[config.mk]
export PLATFORM = sky130hd
export DESIGN_NAME = ahb_lite_fabric
export DESIGN_NICKNAME = d
export VERILOG_FILES = /design/src/rtl/ahb_lite_fabric.sv
export SDC_FILE = /design/constraint.sdc
export NUM_CORES = 1
export LEC_CHECK = 0
export BUFFER_PORTS_ARGS = -buffer_cell sky130_fd_sc_hd__buf_2
export CAP_MARGIN = 20
export CORE_AREA = 2 2 69 71
export CTS_CLUSTER_DIAMETER = 60
export DETAILED_ROUTE_END_ITERATION = 8
export DIE_AREA = 0 0 71 73
export PLACE_DENSITY_LB_ADDON = 0.3
export REMOVE_ABC_BUFFERS = 1
export SLEW_MARGIN = 20
export SYNTH_ARGS = -nofsm -noshare
export SYNTH_HDL_FRONTEND = slang
export SYNTH_SLANG_ARGS = --single-unit
[constraint.sdc]
create_clock -name clk -period 1.75 [get_ports clk]
set_input_delay 0 -clock clk [delete_from_list [all_inputs] [get_ports clk]]
set_output_delay 0 -clock clk [all_outputs]
set_load 0.005 [all_outputs]
[src/rtl/ahb_lite_fabric.sv]
module ahb_lite_fabric #(
  parameter int ADDR_W      = 32,
  parameter int DATA_W      = 32,
  parameter int NUM_SLAVES  = 3,
  parameter int NUM_REGIONS = 4,
  parameter bit EXCL_EN     = 1'b1,
  parameter logic [ADDR_W-1:0] RGN_BASE [NUM_REGIONS] =
    '{32'h0000_0000, 32'h0000_4000, 32'h0001_0000, 32'h8000_0000},
  parameter logic [ADDR_W-1:0] RGN_SIZE [NUM_REGIONS] =
    '{32'h0000_1000, 32'h0000_0400, 32'h0000_2000, 32'h0000_0400},
  parameter int RGN_OWNER [NUM_REGIONS] = '{0, 1, 2, 0}
) (
  input  logic                         clk,
  input  logic                         rst_n,
  input  logic [ADDR_W-1:0]            m_haddr,
  input  logic [1:0]                   m_htrans,
  output logic [DATA_W-1:0]            m_hrdata,
  output logic                         m_hresp,
  output logic                         m_hready,
  output logic                         m_hexokay,
  output logic [NUM_REGIONS-1:0]       s_hsel,
  output logic                         s_hready,
  input  logic [NUM_SLAVES*DATA_W-1:0] s_hrdata,
  input  logic [NUM_SLAVES-1:0]        s_hresp,
  input  logic [NUM_SLAVES-1:0]        s_hreadyout,
  input  logic [NUM_SLAVES-1:0]        s_hexokay
);

  localparam int IDX_W = $clog2(NUM_SLAVES + 1);
  localparam logic [IDX_W-1:0] DFLT_IDX = IDX_W'(NUM_SLAVES);

  typedef enum logic [1:0] {DS_OK, DS_ERR1, DS_ERR2} dflt_state_t;

  logic [IDX_W-1:0] a_idx, d_idx;
  dflt_state_t      ds_q;
  logic             d_dflt;
  logic             sel_xok;

  for (genvar r = 0; r < NUM_REGIONS; r++) begin : g_rgn
    assign s_hsel[r] = (m_haddr >= RGN_BASE[r]) &&
                       ({1'b0, m_haddr} < ({1'b0, RGN_BASE[r]} + {1'b0, RGN_SIZE[r]}));
  end

  always_comb begin
    a_idx = DFLT_IDX;
    for (int r = 0; r < NUM_REGIONS; r++)
      if (s_hsel[r]) a_idx = IDX_W'(RGN_OWNER[r]);
  end

  always_ff @(posedge clk or negedge rst_n) begin
    if (!rst_n)        d_idx <= DFLT_IDX;
    else if (m_hready) d_idx <= a_idx;
  end

  always_ff @(posedge clk or negedge rst_n) begin
    if (!rst_n)              ds_q <= DS_OK;
    else if (ds_q == DS_ERR1) ds_q <= DS_ERR2;
    else if (m_hready)
      ds_q <= (a_idx == DFLT_IDX && m_htrans[1]) ? DS_ERR1 : DS_OK;
  end

  assign d_dflt = (d_idx == DFLT_IDX);

  always_comb begin
    m_hrdata = '0;
    m_hresp  = (ds_q != DS_OK);
    m_hready = (ds_q != DS_ERR1);
    sel_xok  = 1'b0;
    if (!d_dflt) begin
      for (int s = 0; s < NUM_SLAVES; s++) begin
        if (d_idx == IDX_W'(s)) begin
          m_hrdata = s_hrdata[s*DATA_W +: DATA_W];
          m_hresp  = s_hresp[s];
          m_hready = s_hreadyout[s];
          sel_xok  = s_hexokay[s];
        end
      end
    end
  end

  if (EXCL_EN) begin : g_xok
    assign m_hexokay = sel_xok;
  end else begin : g_no_xok
    assign m_hexokay = 1'b0;
  end

  assign s_hready = m_hready;

endmodule

Word-level counts from Yosys, hierarchy flattened --
Cells that the tools add are included.
Operators by class: magnitude comparators 8, reductions and logical operators 8, equal/unequal tests 6, mux-type cells 23
Operator list (count):
- 32-bit 2-to-1 mux | 4
- 32-bit by 1-bit >= comparator with 1-bit output (second input constant) | 1
- 32-bit by 15-bit >= comparator with 1-bit output (second input constant) | 1
- 32-bit by 17-bit >= comparator with 1-bit output (second input constant) | 1
- 32-bit >= comparator (second input constant) | 1
- 32-bit by 13-bit less-than comparator with 1-bit output (second input constant) | 1
- 32-bit by 15-bit less-than comparator with 1-bit output (second input constant) | 1
- 32-bit by 17-bit less-than comparator with 1-bit output (second input constant) | 1
- 32-bit less-than comparator (second input constant) | 1
- 1-bit 2-to-1 mux | 13
- 2-bit 2-to-1 mux | 6
- 2-bit equality test (second input constant) | 3
- 1-bit logical AND | 5
- 2-bit by 1-bit equality test with 1-bit output (second input constant) | 2
- 2-bit nonzero test | 2
- 2-bit zero test | 1
- 2-bit by 1-bit != test with 1-bit output (second input constant) | 1
Word-level totals: bits of input ports 141, word-level logic and storage cells 47, output and inout bits 40, bits in registers 4

Logic depth before layout (Yosys ltp) --
Gate-level depths: netlist of run 1.
word-level depth 11, depth in mapped cells 6, gate-level depth less buffers 4

Worst setup path after synthesis of run 1 --
No wires, ideal clock.
path type register to register, start point reg d_idx[0], end point reg d_idx[0], clock period less this slack 1.627 ns, slack 0.123 ns, setup time 0.080 ns, data required time 1.670 ns, stages on the path, launching flop included 4, path buffers 1, data arrival time 1.547 ns, cells stage by stage dfstp_2 clkbuf_1 mux4_2 a32o_1
On the way: longest elaborated chain between the ends 5, elaborated cells between the ends (all ways) 8, classes of those cells eq/ne (3); mux (4); reduce/logical (1)
Ends and longest elaborated chain:
- start, declared | RTL line 34 | logic [IDX_W-1:0] a_idx, d_idx;
- start signal, assigned | RTL line 52 | else if (m_hready) d_idx <= a_idx;
- 2-bit zero test | RTL line 71 | if (d_idx == IDX_W'(s)) begin
- 1-bit 2-to-1 mux (3 in a row) | RTL line 71
- 1-bit 2-to-1 mux (*) | RTL line 69 | if (!d_dflt) begin
- via m_hready | RTL line 19 | output logic m_hready,
The timed path passes the listed nets; every way through them passes the cells marked *. A chain may end at the register's enable or synchronous reset.

Worst setup path in the final report of run 1 --
start point reg d_idx[0], end point out m_hresp
On the way: longest elaborated chain between the ends 5, elaborated cells between the ends (all ways) 8, classes of those cells eq/ne (3); mux (4); reduce/logical (1)
Ends and longest elaborated chain:
- 2-bit zero test | RTL line 71
- 1-bit 2-to-1 mux (3 in a row) | RTL line 71
- 1-bit 2-to-1 mux (*) | RTL line 69
- end, declared | RTL line 18 | output logic m_hresp,
Mark *: on every way between the ends. The rest lies on a longest branch, timed or not.

==> out/results.ini, run 1 <==
[worst_setup_path]
crit_type = register to primary output
reg2regPathDepth = 2
cp-start-kind = register
crit_required_ns = 1.75
worstPathMaxFanout = 20
worstSetupEndpointType = primary output
arrival_ns = 1.68

[detailed_routing]
vias = 1780
via_per_inst = 4.70
dr.pass1.iters = 4
drtIter0Drc = 45
drt_wl_total_um = 4690
wl_per_cell_um = 12.4
antenna_left = 0
drc = 0

[cells_and_area]
final_cell_mix = buf_2 (169), nand2_1 (39), mux2i_1 (34)
layout.nets = 468
insertedDiodeCount = 0
design_area_mm2 = 0.00205
drive_above_1_share_pct = 57.2
post-route-util_pct = 45.2
area_growth_pct = 91.6
final_common_cell = buf_2
fillers = 473

[timing]
fmax_ghz = 0.594
slew_viol_final = 0
slew-limit-headroom_pct = 76.5
hold_viol_final = 0
worst_slew_pin_slew_ns = 0.349
post-route-period-util_pct = 96.2
setup-violations-final = 0
period_needed_ns = 1.68
whs_ns = 0.0563
rsz0062_at_grt = false
finClkSkew_ns = 0.00156
finalSetupTns_ns = 0

[die]
initial_utilization_pct = 23.6
fp-row-count = 25
core_area_mm2 = 0.00454
fp.dieW_um = 71
die_area_mm2 = 0.00518
ios = 181
die_h_um = 73

[placement]
place_area_mm2 = 0.00198
place.gp.congestion = 0.784
dp_hpwl_um = 3760
port_buffers = 169

[global_route]
antenna_found_initial = 0
grt_pass1_vias = 1573
use_met1_pct = 16.3
gr-max-usage-layer = met2
grtUsageMet2_pct = 32.6
use_met3_pct = 2.76
grt_overflow = 0
grt_pass1_wl_um = 6690
grt_max_degree = 41
grt.total_usage_pct = 15.8

[worst_hold_path]
holdPathStages = 3
worstHoldPathType = input port to register

[pwr]
p_leak_nw = 1.26
power_mw = 2.10
combPwrFrac_pct = 81.5
swShare_pct = 44.2
ir_drop_uv = 712
p_clk_share_pct = 9.0
p_switching_mw = 0.927
power.density_mw_per_mm2 = 1020
p_int_mw = 1.17
power_frac_seq_pct = 9.5

[outcome]
status = finished, final reports clean

[clocking]
cts_tree = built
cts_sinks = 4
htreeDepth = 1
clkTransAtPathRegs_ns = 0.03
clk_latency_ns = 0.21
clockBufferDepth = 2
cts_root_buffer = clkbuf_8
cts_setup_buffers = 0
cts_buffers = 3

[logic_synthesis]
ys_ff_latch = 4
syn_area_mm2 = 0.00107
syn_inst = 160
synth-warning-count = 0
syn_area_per_cell_um2 = 6.69
ys_types = 28
yosysSeqAreaShare_pct = 9.58

[run]
cap_violations = 0

metal layers:
| layer | share of wire [%] | wire, µm | vias to the layer above |
|---|---|---|---|
| met1 | 38 | 1780 | 767 |
| met5 | 0 | 0 | - |
| met3 | 8.6 | 405 | 4 |
| met2 | 53 | 2480 | 100 |
| li1 | - | - | 909 |
| met4 | 0.55 | 26 | 0 |
path summary, 6_finish.rpt:
path	from	end	slack, ns
worst min register to register	ds_q[0]$_DFFE_PN0P_	ds_q[0]$_DFFE_PN0P_	0.58
worst min-delay path	m_htrans[1]	ds_q[0]$_DFFE_PN0P_	0.06
worst max register to register	d_idx[0]$_DFFE_PN1P_	d_idx[0]$_DFFE_PN1P_	0.21
max in group asynchronous	rst_n	d_idx[1]$_DFFE_PN1P_	1.41
min in group asynchronous	rst_n	ds_q[0]$_DFFE_PN0P_	0.13
worst max-delay path	d_idx[0]$_DFFE_PN1P_	m_hresp	0.07
registers in the layout (all words and copies together) (netlist names):
register	count
d_idx	2
ds_q	2
logic make-up after synthesis:
family | synth area share [%]
AOI/OAI and AO/OA | 21.6
buffers and inverters | 6.78
DFF | 9.58
muxes | 36.0
and+or+nand+nor | 26.1
cell usage after synthesis:
master / n / area (µm²)
dfrtp_1: 2 / 50.1
a211oi_1: 1 / 7.51
and3_1: 3 / 18.8
mux4_2: 2 / 45.0
nor2_1: 2 / 7.51
nor3_1: 4 / 20.0
clkbuf_1: 9 / 33.8
dfstp_2: 2 / 52.6
a32o_1: 1 / 10.0
nand2_1: 39 / 146
o21ai_0: 32 / 160
o32ai_1: 1 / 8.76
or3_1: 1 / 6.26
or4_4: 1 / 11.3
o211ai_1: 1 / 7.51
nor4b_1: 1 / 8.76
a21oi_1: 1 / 5.00
nand2b_1: 2 / 12.5
o31ai_2: 1 / 12.5
nor2b_1: 2 / 12.5
o21ai_1: 4 / 20.0
buf_4: 1 / 7.51
nand3_1: 2 / 10.0
buf_2: 4 / 20.0
mux2i_1: 34 / 340
or2_2: 1 / 6.26
inv_1: 3 / 11.3
nor4_1: 3 / 18.8
power groups by stage:
stage          Clock (mW)  Sequential [mW]  Combinational (mW)
2_1_floorplan           0            0.360               0.737
4_1_cts             0.197            0.191                1.69
6_report            0.189            0.200                1.71
3_5_place_dp            0            0.191                1.68
5_1_grt             0.202            0.209                1.90
3_3_place_gp            0            0.187                1.66
through the flow:
step | worst slack, ns | cells
after CTS | 0.00753 | 378
final | 0.0664 | 379
after global placement | 0.257 | 374
after detailed placement | 0.236 | 374
after floorplan | -0.422 | 146
after global routing | 0.00450 | 379
cell type report:
type	count	area, µm²	share of cell area, %
timing repair buffer	176	931	45.4
multi-input combinational	139	898	43.8
sequential	4	103	5.00
tap	54	67.6	3.29
clock buffer	3	41.3	2.01
inverter	3	11.3	0.549
worst max-delay path, stage by stage (launching register included):
cell and delay (ns):
dfstp_2 0.60, buf_12 0.21, mux4_2 0.51, buf_2 0.14
repair_timing:
item	4_1_cts	5_1_grt
resized for setup	0	0
hold buffers	1	0
endpoints found under the setup margin	0	1
endpoints found under the hold margin	4	0
Power figures use the tool's default switching activity.
==> inputs of run 2 (changes only) <==
--- a/config.mk
+++ b/config.mk
@@ -7,10 +7,11 @@
 export LEC_CHECK = 0
 export BUFFER_PORTS_ARGS = -buffer_cell sky130_fd_sc_hd__buf_2
 export CAP_MARGIN = 20
-export CORE_AREA = 2 2 69 71
+export CORE_ASPECT_RATIO = 1.2
+export CORE_MARGIN = 5
+export CORE_UTILIZATION = 28
 export CTS_CLUSTER_DIAMETER = 60
 export DETAILED_ROUTE_END_ITERATION = 8
-export DIE_AREA = 0 0 71 73
 export PLACE_DENSITY_LB_ADDON = 0.3
 export REMOVE_ABC_BUFFERS = 1
 export SLEW_MARGIN = 20
==> run 2 against run 1 <==
Fmax grew 0.88%. Critical endpoint unchanged. Sequential cell count is the same. Worst hold slack gained 0.014 ns. Critical path depth is the same. Cell count shrank 0.79%. Combinational power grew 4%.
==> out/results.ini, run 2 (synthesis results as in run 1) <==
[timing]
hold_viol_final = 0  ; unchanged
slew-limit-headroom_pct = 70.1  ; was 76.5%
period_needed_ns = 1.67  ; was 1.68 ns
fmax_ghz = 0.599  ; was 0.594 GHz
finalSetupTns_ns = 0  ; unchanged
worst_slew_pin_slew_ns = 0.445  ; was 0.349 ns
setup-violations-final = 0  ; unchanged
post-route-period-util_pct = 95.4  ; was 96.2%
finClkSkew_ns = 0.00240  ; was 0.00156 ns
rsz0062_at_grt = false  ; unchanged
slew_viol_final = 0  ; unchanged

[die]
die_h_um = 77.8  ; was 73 µm
initial_utilization_pct = 29.2  ; was 23.6%
ios = 181  ; unchanged
die_area_mm2 = 0.00517  ; was 0.00518 mm²
core_area_mm2 = 0.00366  ; was 0.00454 mm²
fp-row-count = 24  ; was 25
fp.dieW_um = 66.5  ; was 71 µm

[global_route]
grt.total_usage_pct = 20.4  ; was 15.8%
grt_pass1_vias = 1753  ; was 1573
grt_max_degree = 34  ; was 41
grt_overflow = 0  ; unchanged
antenna_found_initial = 1  ; was 0
grt_pass1_wl_um = 8360  ; was 6690 µm

[detailed_routing]
wl_met2_um = 2820  ; was 2480 µm
via_per_inst = 4.80  ; was 4.70
top_layer_used = met5  ; was met4
route.met3.wl_um = 865  ; was 405 µm
drt_wl_total_um = 5620  ; was 4690 µm
dr.pass1.iters = 4  ; unchanged
antenna_left = 0  ; unchanged
wl_per_cell_um = 15.0  ; was 12.4 µm
drc = 0  ; unchanged
vias = 1804  ; was 1780
wl_met1_um = 1860  ; was 1780 µm
drtIter0Drc = 106  ; was 45

[worst_setup_path]
crit_buf_inv = 2  ; unchanged
crit_path_top_delay_cell = dfstp_2  ; unchanged
worstSetupEndpointType = primary output  ; unchanged
max_stage_delay_ns = 0.57  ; was 0.60 ns
crit_type = register to primary output  ; unchanged
arrival_ns = 1.67  ; was 1.68 ns
cp-start-kind = register  ; unchanged
crit_required_ns = 1.75  ; about the same
worstPathMaxFanout = 20  ; unchanged
cp_cell_sequence = buf_12 > mux4_2 > buf_2  ; unchanged
cp_top_family = flip-flops  ; unchanged

[cells_and_area]
drive_above_1_share_pct = 57.1  ; was 57.2%
final_cell_mix = buf_2 (169), nand2_1 (39), mux2i_1 (34)  ; unchanged
final_common_cell = buf_2  ; unchanged
insertedDiodeCount = 0  ; unchanged
area_growth_pct = 92.5  ; was 91.6%
design_area_mm2 = 0.00206  ; was 0.00205 mm²
reg_top3 = d_idx (2), ds_q (2)  ; unchanged
layout.nets = 467  ; was 468

[clocking]
clkTransAtPathRegs_ns = 0.03  ; about the same
cts_buffers = 3  ; unchanged
cts_resized = 0  ; unchanged
clockBufferDepth = 2  ; unchanged
htreeDepth = 1  ; unchanged
cts_root_buffer = clkbuf_8  ; unchanged
clk_latency_ns = 0.22  ; was 0.21 ns
cts_sinks = 4  ; unchanged
cts_tree = built  ; unchanged
cts_setup_buffers = 0  ; unchanged

[pwr]
power.density_mw_per_mm2 = 1050  ; was 1020 mW/mm²
ir_drop_uv = 806  ; was 712 µV
power_mw = 2.16  ; was 2.10 mW
p_leak_nw = 1.27  ; was 1.26 nW

[placement]
place.gp.congestion = 0.805  ; was 0.784
place_area_mm2 = 0.00198  ; about the same
dp_hpwl_um = 4730  ; was 3760 µm
port_buffers = 169  ; unchanged

[run]
cap_violations = 0  ; unchanged

[worst_hold_path]
worstHoldPathType = input port to register  ; unchanged

[outcome]
status = finished, final reports clean  ; unchanged

-- run 2: worst min-delay path, stage by stage --
cell	delay [ns]
buf_2	0.10
nand2_1	0.05
o32ai_1	0.09
-- run 2: per-stage QoR --
step	hold slack [ns]	util (%)	cells	worst slack, ns
after floorplan	-0.296	-	146	-0.422
after global placement	-0.193	54.0	371	0.242
after detailed placement	-0.187	54.0	371	0.223
after CTS	0.0689	56.3	376	0.0780
after global routing	0.0737	56.3	376	0.0219
final	0.0699	56.3	376	0.0812
-- run 2: worst paths after layout --
| check | endpoint | start | slack [ns] | cells past startpoint |
|---|---|---|---|---|
| min in group asynchronous | ds_q[1]$_DFFE_PN0P_ | rst_n | 0.15 | 2 |
| hold / removal | ds_q[0]$_DFFE_PN0P_ | m_htrans[1] | 0.07 | 3 |
| setup / recovery | m_hresp | d_idx[0]$_DFFE_PN1P_ | 0.08 | 3 |
| setup reg to reg | ds_q[0]$_DFFE_PN0P_ | ds_q[1]$_DFFE_PN0P_ | 0.25 | 4 |
| hold reg to reg | ds_q[0]$_DFFE_PN0P_ | ds_q[0]$_DFFE_PN0P_ | 0.60 | 2 |
| max in group asynchronous | d_idx[1]$_DFFE_PN1P_ | rst_n | 1.39 | 2 |
-- run 2: repair_timing --
action,in CTS,in global routing
setup endpoints to repair,1,0
hold buffers,1,0
hold endpoints to repair,4,0
-- run 2: area by class of cell --
type / count / area (µm²)
flip-flops and latches: 4 / 103
inverters: 3 / 11.3
multi-input cells: 139 / 898
fillers: 403 / 1600
clock buffers: 3 / 41.3
well taps: 52 / 65.1
repair buffers: 175 / 943
-- run 2: metal layers --
metal	vias to the layer above	GRT usage, %
li1	906	-
met1	782	19.5
met2	105	38.0
met3	9	10.1
met4	2	4.88
met5	-	0
-- run 2: report_power, final --
part / switching [mW] / total, mW / leakage, nW / internal, mW
Sequential: 0.0430 / 0.192 / 0.0466 / 0.149
Combinational: 0.855 / 1.77 / 1.20 / 0.918
Clock: 0.0460 / 0.192 / 0.0216 / 0.146
Total: 0.944 / 2.16 / 1.27 / 1.21
==> inputs of run 3 (changes only) <==
--- a/config.mk
+++ b/config.mk
@@ -12,6 +12,7 @@
 export CORE_UTILIZATION = 28
 export CTS_CLUSTER_DIAMETER = 60
 export DETAILED_ROUTE_END_ITERATION = 8
+export MAX_ROUTING_LAYER = met4
 export PLACE_DENSITY_LB_ADDON = 0.3
 export REMOVE_ABC_BUFFERS = 1
 export SLEW_MARGIN = 20
==> run 3 against run 2 <==
Clock power hardly changed. Register-to-register slack hardly changed. Critical path type unchanged. Cell count rose by 0.27%. Largest cell class unchanged.
==> out/results.ini, run 3 (synthesis results as in run 1) <==
[cells_and_area]
final_common_cell = buf_2  ; unchanged
drive_above_1_share_pct = 57.1  ; unchanged
design_area_mm2 = 0.00206  ; about the same
final_cell_mix = buf_2 (169), nand2_1 (39), mux2i_1 (34)  ; unchanged
area_growth_pct = 92.8  ; was 92.5%
final_cells = 377  ; was 376
reg_top3 = d_idx (2), ds_q (2)  ; unchanged
post-route-util_pct = 56.4  ; was 56.3%
layout.nets = 467  ; unchanged

[placement]
place_ws_ns = 0.223  ; unchanged
place_area_mm2 = 0.00198  ; unchanged
dp_hpwl_um = 4730  ; unchanged
port_buffers = 169  ; unchanged
dp.cells = 371  ; unchanged
place.gp.congestion = 0.816  ; was 0.805

[die]
initial_utilization_pct = 29.2  ; unchanged
die_h_um = 77.8  ; unchanged
ios = 181  ; unchanged
die_area_mm2 = 0.00517  ; unchanged
fp-row-count = 24  ; unchanged
core_area_mm2 = 0.00366  ; unchanged
fp.dieW_um = 66.5  ; unchanged

[worst_setup_path]
crit_required_ns = 1.75  ; about the same
cp-start-kind = register  ; unchanged
cp_cell_sequence = buf_12 > mux4_2 > buf_2  ; unchanged
worstPathMaxFanout = 20  ; unchanged
worstSetupEndpointType = primary output  ; unchanged
max_stage_delay_ns = 0.57  ; about the same
crit_type = register to primary output  ; unchanged
cp_top_family = flip-flops  ; unchanged
crit_buf_inv = 2  ; unchanged
arrival_ns = 1.67  ; about the same
crit_path_top_delay_cell = dfstp_2  ; unchanged

[timing]
rsz0062_at_grt = false  ; unchanged
period_needed_ns = 1.67  ; about the same
finClkSkew_ns = 0.00174  ; was 0.00240 ns
hold_viol_final = 0  ; unchanged
setup_ws_ns = 0.0804  ; was 0.0812 ns
post-route-period-util_pct = 95.4  ; about the same
setup-violations-final = 0  ; unchanged
fmax_ghz = 0.599  ; about the same
slew-limit-headroom_pct = 71.4  ; was 70.1%
slew_viol_final = 0  ; unchanged
worst_slew_pin_slew_ns = 0.425  ; was 0.445 ns

[clocking]
cts_tree = built  ; unchanged
cts_sinks = 4  ; unchanged
cts_root_buffer = clkbuf_8  ; unchanged
cts_buffers = 3  ; unchanged
clockBufferDepth = 2  ; unchanged
cts_setup_buffers = 0  ; unchanged
htreeDepth = 1  ; unchanged
cts_resized = 0  ; unchanged
clkTransAtPathRegs_ns = 0.03  ; about the same
clk_latency_ns = 0.22  ; about the same

[global_route]
grt_overflow = 0  ; unchanged
grt_pass1_wl_um = 8370  ; was 8360 µm
antenna_found_initial = 1  ; unchanged
grt.total_usage_pct = 21.0  ; was 20.4%
grt_pass1_vias = 1757  ; was 1753
grt_max_degree = 34  ; unchanged

[detailed_routing]
drt_wl_total_um = 5590  ; was 5620 µm
via_per_inst = 4.75  ; was 4.80
drc = 0  ; unchanged
antenna_left = 0  ; unchanged
wl_per_cell_um = 14.8  ; was 15.0 µm
vias = 1791  ; was 1804
dr.pass1.iters = 4  ; unchanged
drtIter0Drc = 95  ; was 106

[pwr]
power.density_mw_per_mm2 = 1040  ; was 1050 mW/mm²
ir_drop_uv = 803  ; was 806 µV
power_mw = 2.16  ; about the same
p_leak_nw = 1.27  ; about the same

[run]
cap_violations = 0  ; unchanged

[worst_hold_path]
worstHoldPathType = input port to register  ; unchanged

[outcome]
status = finished, final reports clean  ; unchanged

run 3: cell count changes in the layout (fill, tap and decap cells not counted):
| cell | previous run | this run |
|---|---|---|
| diode_2 | 0 | 1 |
run 3: worst reg2reg max path: stages, from the launching register on:
cell and delay, ns:
dfrtp_1 0.39, nand2b_1 0.20, mux4_2 0.55, o31ai_2 0.10
o32ai_1 0.12
run 3: stage by stage:
step | hold slack, ns | TNS (ns)
after global routing | 0.0737 | 0
after floorplan | -0.296 | -14.92
final | 0.0688 | 0
after CTS | 0.0689 | 0
after detailed placement | -0.187 | 0
after global placement | -0.193 | 0
run 3: final cells by class:
| type | count | area [µm²] |
|---|---|---|
| Inverter | 3 | 11.3 |
| Fill cell | 405 | 1600 |
| Sequential cell | 4 | 103 |
| Multi-Input combinational cell | 139 | 898 |
| Antenna cell | 1 | 2.50 |
| Tap cell | 52 | 65.1 |
| Timing Repair Buffer | 175 | 943 |
| Clock buffer | 3 | 41.3 |
run 3: what timing repair did:
item                       CTS  global route
hold buffers                 1             0
setup endpoints to repair    1             0
hold endpoints to repair     4             0
run 3: routing by layer:
layer,part of all wire (%),track usage (%),up-vias
met5,0,-,-
met4,1.2,4.88,0
met3,15,9.10,7
met2,51,38.0,105
met1,33,20.2,772
li1,-,-,907
run 3: path summary, 6_finish.rpt:
kind / startpoint / end / slack (ns) / cells after the start
max in group asynchronous: rst_n / d_idx[1]$_DFFE_PN1P_ / 1.40 / 2
min reg2reg: ds_q[0]$_DFFE_PN0P_ / ds_q[0]$_DFFE_PN0P_ / 0.60 / 2
min: m_htrans[1] / ds_q[0]$_DFFE_PN0P_ / 0.07 / 3
max reg2reg: ds_q[1]$_DFFE_PN0P_ / ds_q[0]$_DFFE_PN0P_ / 0.26 / 4
min in group asynchronous: rst_n / ds_q[1]$_DFFE_PN0P_ / 0.15 / 2
max: d_idx[0]$_DFFE_PN1P_ / m_hresp / 0.08 / 3
run 3: where the power goes:
| group | switching (mW) | leakage [nW] | internal (mW) | total (mW) |
|---|---|---|---|---|
| Clock | 0.0461 | 0.0216 | 0.146 | 0.193 |
| Combinational | 0.854 | 1.20 | 0.918 | 1.77 |
| Sequential | 0.0428 | 0.0466 | 0.149 | 0.191 |
